File: src/rtl/msf_pkg.sv
package msf_pkg;
    localparam int EST_W    = 6;
    localparam int FLASH_W  = 8;
    localparam int IDX_W    = 2;
    localparam int MSB_W    = 5;
    localparam int LSB_W    = 3;
    localparam int CODE_W   = MSB_W + LSB_W;
    localparam int ECNT_W   = $clog2(EST_W + 1);
    localparam int FCNT_W   = $clog2(FLASH_W + 1);
    localparam int MAX_BASE = (1 << MSB_W) - FLASH_W;

    typedef enum logic [1:0] {
        PH_IDLE   = 2'd0,
        PH_COARSE = 2'd1,
        PH_FINE   = 2'd2
    } phase_e;

    typedef struct packed {
        phase_e             phase;
        logic [MSB_W-1:0]   base;
        logic [MSB_W-1:0]   upper;
        logic [CODE_W-1:0]  code;
        logic               done;
        logic               err;
        logic [IDX_W-1:0]   idx;
    } regs_t;
endpackage

File: src/rtl/msf_therm_count.sv
module msf_therm_count #(
    parameter int W     = 8,
    parameter int CNT_W = $clog2(W + 1)
) (
    input  logic [W-1:0]     vec_i,
    output logic [CNT_W-1:0] ones_o,
    output logic             valid_o
);
    always_comb begin
        ones_o = '0;
        for (int i = 0; i < W; i++) begin
            ones_o = ones_o + CNT_W'(vec_i[i]);
        end
    end

    // a thermometer code has no 1 above a 0: adding one clears all set bits
    assign valid_o = ((vec_i & (vec_i + W'(1))) == '0);
endmodule

File: src/rtl/msf_range_fix.sv
module msf_range_fix
    import msf_pkg::*;
(
    input  logic [IDX_W-1:0]  idx_i,
    input  logic [FCNT_W-1:0] ones_i,
    output logic [MSB_W-1:0]  upper_o
);
    localparam int HALF  = FLASH_W / 2;
    localparam int SUM_W = MSB_W + 1;

    logic               low_half;
    logic [IDX_W-1:0]   idx_fix;
    logic [SUM_W-1:0]   sum;

    always_comb begin
        low_half = (int'(ones_i) < HALF);
        idx_fix  = idx_i;
        sum      = SUM_W'(ones_i);
        if (idx_i != '0) begin
            if (low_half) begin
                idx_fix = idx_i - IDX_W'(1);
                sum = SUM_W'({idx_fix, 3'b000}) + SUM_W'(ones_i) + SUM_W'(HALF);
            end else begin
                sum = SUM_W'({idx_fix, 3'b000}) + SUM_W'(ones_i) - SUM_W'(HALF);
            end
        end
        upper_o = sum[SUM_W-1] ? '1 : sum[MSB_W-1:0];
    end
endmodule

File: src/rtl/msf_code_assembler.sv
module msf_code_assembler
    import msf_pkg::*;
(
    input  logic               clk,
    input  logic               rst_n,
    input  logic               start_i,
    input  logic [EST_W-1:0]   est_therm_i,
    input  logic [FLASH_W-1:0] flash_therm_i,
    output logic [MSB_W-1:0]   win_base_o,
    output logic               fine_sel_o,
    output logic [CODE_W-1:0]  code_o,
    output logic               done_o,
    output logic               therm_err_o
);
    logic [ECNT_W-1:0] est_ones;
    logic              est_ok;
    logic [FCNT_W-1:0] fl_ones;
    logic              fl_ok;
    logic [MSB_W-1:0]  upper_fix;
    regs_t             r_d, r_q;

    msf_therm_count #(.W(EST_W)) i_est_cnt (
        .vec_i(est_therm_i), .ones_o(est_ones), .valid_o(est_ok));

    msf_therm_count #(.W(FLASH_W)) i_fl_cnt (
        .vec_i(flash_therm_i), .ones_o(fl_ones), .valid_o(fl_ok));

    msf_range_fix i_fix (
        .idx_i(r_q.idx), .ones_i(fl_ones), .upper_o(upper_fix));

    function automatic logic [IDX_W-1:0] idx_of(input logic [ECNT_W-1:0] n);
        logic [ECNT_W:0] h;
        h = ({1'b0, n} + (ECNT_W+1)'(1)) >> 1;
        return (h > (ECNT_W+1)'(3)) ? IDX_W'(3) : h[IDX_W-1:0];
    endfunction

    function automatic logic [MSB_W-1:0] base_of(input logic [IDX_W-1:0] ix);
        int b;
        b = 8 * int'(ix) - FLASH_W / 2;
        if (b < 0) b = 0;
        if (b > MAX_BASE) b = MAX_BASE;
        return MSB_W'(b);
    endfunction

    always_comb begin
        logic [LSB_W-1:0] lsb;
        r_d      = r_q;
        r_d.done = 1'b0;
        lsb = (int'(fl_ones) > (1 << LSB_W) - 1) ? '1 : fl_ones[LSB_W-1:0];
        unique case (r_q.phase)
            PH_IDLE: begin
                if (start_i) begin
                    r_d.idx   = idx_of(est_ones);
                    r_d.base  = base_of(idx_of(est_ones));
                    r_d.phase = PH_COARSE;
                    if (!est_ok) r_d.err = 1'b1;
                end
            end
            PH_COARSE: begin
                r_d.upper = upper_fix;
                r_d.phase = PH_FINE;
                if (!fl_ok) r_d.err = 1'b1;
            end
            PH_FINE: begin
                r_d.code  = {r_q.upper, lsb};
                r_d.done  = 1'b1;
                r_d.phase = PH_IDLE;
                if (!fl_ok) r_d.err = 1'b1;
            end
            default: r_d.phase = PH_IDLE;
        endcase
    end

    always_ff @(posedge clk or negedge rst_n) begin
        if (!rst_n) begin
            r_q <= '{phase: PH_IDLE, default: '0};
        end else begin
            r_q <= r_d;
        end
    end

    assign win_base_o  = r_q.base;
    assign fine_sel_o  = (r_q.phase == PH_FINE);
    assign code_o      = r_q.code;
    assign done_o      = r_q.done;
    assign therm_err_o = r_q.err;

    // the strobe lasts one cycle and only follows the fine phase
    a_r3_done_single: assert property (@(posedge clk) disable iff (!rst_n)
        done_o |=> !done_o);
    a_r3_done_after_fine: assert property (@(posedge clk) disable iff (!rst_n)
        fine_sel_o |=> done_o && !fine_sel_o);
    a_r3_fine_not_done: assert property (@(posedge clk) disable iff (!rst_n)
        fine_sel_o |-> !done_o);
    // error flag is sticky
    a_r7_err_sticky: assert property (@(posedge clk) disable iff (!rst_n)
        therm_err_o |=> therm_err_o);
    // code only moves together with the strobe
    a_r6_code_hold: assert property (@(posedge clk) disable iff (!rst_n)
        !$past(fine_sel_o) |-> $stable(code_o));
    // window base stays on a 4-tap boundary inside the ladder
    a_r2_base_range: assert property (@(posedge clk) disable iff (!rst_n)
        win_base_o[1:0] == 2'b00 && int'(win_base_o) <= MAX_BASE);
    // window stays fixed through the fine phase
    a_r4_base_stable: assert property (@(posedge clk) disable iff (!rst_n)
        fine_sel_o |-> $stable(win_base_o));
endmodule

File: config.mk
export PLATFORM = sky130hd
export DESIGN_NAME = msf_code_assembler
export DESIGN_NICKNAME = d
export VERILOG_FILES = /design/src/rtl/msf_pkg.sv /design/src/rtl/msf_therm_count.sv /design/src/rtl/msf_range_fix.sv /design/src/rtl/msf_code_assembler.sv
export SDC_FILE = /design/constraint.sdc
export NUM_CORES = 1
export LEC_CHECK = 0
export ABC_AREA = 0
export BUFFER_PORTS_ARGS = -buffer_cell sky130_fd_sc_hd__buf_2
export CAP_MARGIN = 20
export CORE_MARGIN = 5
export CORE_UTILIZATION = 55
export DETAILED_ROUTE_END_ITERATION = 7
export GPL_TIMING_DRIVEN = 0
export PLACE_DENSITY = 0.87
export SYNTH_ARGS = -nofsm -noshare
export SYNTH_HDL_FRONTEND = slang
export SYNTH_SLANG_ARGS = --single-unit
File: constraint.sdc
create_clock -name clk -period 2.95 [get_ports clk]
set_input_delay 0.59 -clock clk [delete_from_list [all_inputs] [get_ports clk]]
set_output_delay 0.59 -clock clk [all_outputs]
set_load 0.005 [all_outputs]
==> run metrics <==
Initial DRT Pass Iterations 4; RSZ-0062 raised after global routing yes; NumNets Final 246; flops & latches, synth 22; GR peak layer met2; critical path capture point type flop; Post-synth EDFFs 0; Slew Viols, Final 0; Initial Util 58.0%; switch share 39.1%; height of the die 64.4 um; IO Pins 33; Routed Antenna Nets 0; clk_lat worst skew 0.31 ns; syn_area_per_cell 9.92 um^2; worst reg2reg path depth 8; Tightest Pin Transition 0.519 ns; CP arrival 4.20 ns; met2 Usage GRT 29.0%; crit path kind in -> reg; total power 1.62 mW; Max Freq 0.252 GHz; gr usage total 17.1%; Pwr per Cell Area 805 nW/um^2; # setup viols final 6; GR Util met3 2.10%; HPWL after DPL 2.51 mm; Lkg Pwr 0.968 nW; TritonCTS clock tree done; vias in the first global route 1321; port bufs 30; R2R setup slack 0.78 ns; Worst Skew 0.00644 ns; clock slew at reported path FFs 0.12 ns; Net Switching 0.633 mW; Gate power share 60.9%; pre-CTS setup slack -1.56 ns; clock power share 8.4%; largest net degree at the start of global routing 23; # H-tree levels 1; Seq/Total Area, Yosys 33.8%; final count of hold timing violations 0; initial antenna violation count 0; Max Cap Viol 0; Core Util, Final 71.8%; Int Power 0.987 mW; R2R Path End r_q[16]$_DFFE_PN0P_; Die W 64.4 um; placed inst area 1890 um^2; clock sinks 22; status finished with violations; setup TNS after final layout -5.05 ns; share of layout cells above drive strength 1 42.6%; failing checks setup timing; crit path to r_q[16]$_DFFE_PN0P_; fin crit share 134%; synthesized area 1630 um^2; type of origin of the critical path input pin; final design instance area without fill 2010 um^2; Reg-to-Reg Start r_q[0]$_DFFE_PN0P_; first-pass GRT wire length 5.68 mm; cts bufs inserted 3; routed wire length 3.06 mm; Max FO, Critical Path 5; Yosys warning count 0; Worst Setup SP flash_therm_i[0]; Core Area 2810 um^2; Initial DRC Count 46; DR vias/cell 5.24; CTS root buf clkbuf_4; Top FF cell, synth dfrtp_1; diode count 0; P&R area growth vs syn 23.8%; Longest Clk Path Bufs 2; met1 usage in global routing 21.7%; GRT overflow 0; HP Class in -> async; DRC Markers 0; Std-Cell Rows 19; die area 4140 um^2; Final min period 3.96 ns; GPL Wtd Cong 0.877; peak supply drop 0.357 mV; Synth Instances 164; Setup WS post-layout -1.01 ns; post-synth cell types 38; Slew HR 65.4%; Critical Path RT 3.19 ns; via count 1232; Flop pwr share 30.7%; wire per inst 13.0 um; asr flop ratio synth 100%
-- what timing repair did --
item                                    CTS  global route
buffers inserted                          5             1
resized for setup                         9             4
endpoints found under the setup margin    6             9
pin swaps                                 6             1
hold buffers                              0             0
-- cell usage after synthesis, drive strengths merged, types with 2 or more instances --
cell,n,area (um^2)
a2111o,2,22.5
a21oi,13,87.6
a31oi,3,25.0
buf,13,97.6
dfrtp,22,551
fa,9,180
ha,14,175
inv,31,116
mux2,6,67.6
nand2,5,18.8
nand2b,2,12.5
nand3,3,15.0
nor2,12,45.0
o21ai,7,35.0
xnor2,2,17.5
-- worst max-delay path, stage by stage --
cell      delay, ns
buf_8          0.10
inv_4          0.04
ha_4           0.19
fa_1           0.49
fa_1           0.42
inv_1          0.08
fa_2           0.22
inv_2          0.05
fa_2           0.35
and2b_4        0.25
or2_4          0.12
inv_2          0.04
ha_4           0.15
fa_2           0.35
xor2_1         0.15
a2111o_1       0.30
o311a_4        0.17
a31oi_4        0.14
-- kinds of logic after synthesis --
group / synth area share (%)
xor+xnor: 1.62
buf+inv: 13.4
other cells: 0.231
mux: 4.77
simple gates: 8.54
flops: 33.8
compound gates: 15.8
fa+ha+maj: 21.8
-- layout make-up --
class | instances | area [um^2]
fillers | 221 | 792
repair buffers | 36 | 215
well taps | 31 | 38.8
plain buffers | 14 | 101
clock buffers | 3 | 22.5
multi-input cells | 98 | 966
flip-flops and latches | 22 | 551
inverters | 31 | 119
-- through the flow --
stage | hold slack (ns) | std cells
2_1_floorplan | 0.294 | 165
3_3_place_gp | 0.469 | 226
3_5_place_dp | 0.455 | 226
4_1_cts | 0.228 | 234
5_1_grt | 0.244 | 235
6_report | 0.216 | 235
-- how the worst min path moves through the flow --
stage / start / end / slack (ns)
floorplan: rst_n / code_o[0]$_DFFE_PN0P_ / 0.29
global placement: win_base_o[4]$_DFFE_PN0P_ / win_base_o[4]$_DFFE_PN0P_ / 0.47
detailed placement: therm_err_o$_DFFE_PN0P_ / therm_err_o$_DFFE_PN0P_ / 0.46
CTS: rst_n / done_o$_DFF_PN0_ / 0.23
global route: rst_n / code_o[4]$_DFFE_PN0P_ / 0.24
finish: rst_n / r_q[0]$_DFFE_PN0P_ / 0.22
-- per-layer routing --
layer,share of wire [%],vias up
li1,-,604
met1,43,592
met2,50,31
met3,4.8,5
met4,2.2,0
met5,0,-
-- sequential cells by signal, summed over array words and instances (netlist names) --
register and flops:
win_base_o 3, code_o 8, r_q 9, therm_err_o 1
done_o 1
-- layout by cell type (no fill, tap or decap), types with 2 or more instances in the layout --
cell type / instances
nand2_1: 5
xnor2_1: 2
fa_2: 5
o21ai_0: 5
fa_1: 4
dfrtp_1: 22
conb_1: 2
nor2_1: 12
a21oi_2: 7
clkbuf_4: 3
mux2_2: 5
a31oi_1: 2
buf_8: 2
inv_2: 4
a2111o_1: 2
nand2b_1: 2
buf_2: 28
buf_4: 19
ha_1: 9
o21ai_1: 2
inv_1: 26
ha_4: 5
nand3_1: 3
a21oi_1: 6
-- power by group through the flow --
stage	clock [mW]	combinational (mW)	sequential, mW
CTS	0.141	0.969	0.499
global route	0.154	1.10	0.518
global placement	0	0.880	0.499
detailed placement	0	0.926	0.506
floorplan	0	0.706	0.488
finish	0.136	0.986	0.498
Power figures use the tool's default switching activity.
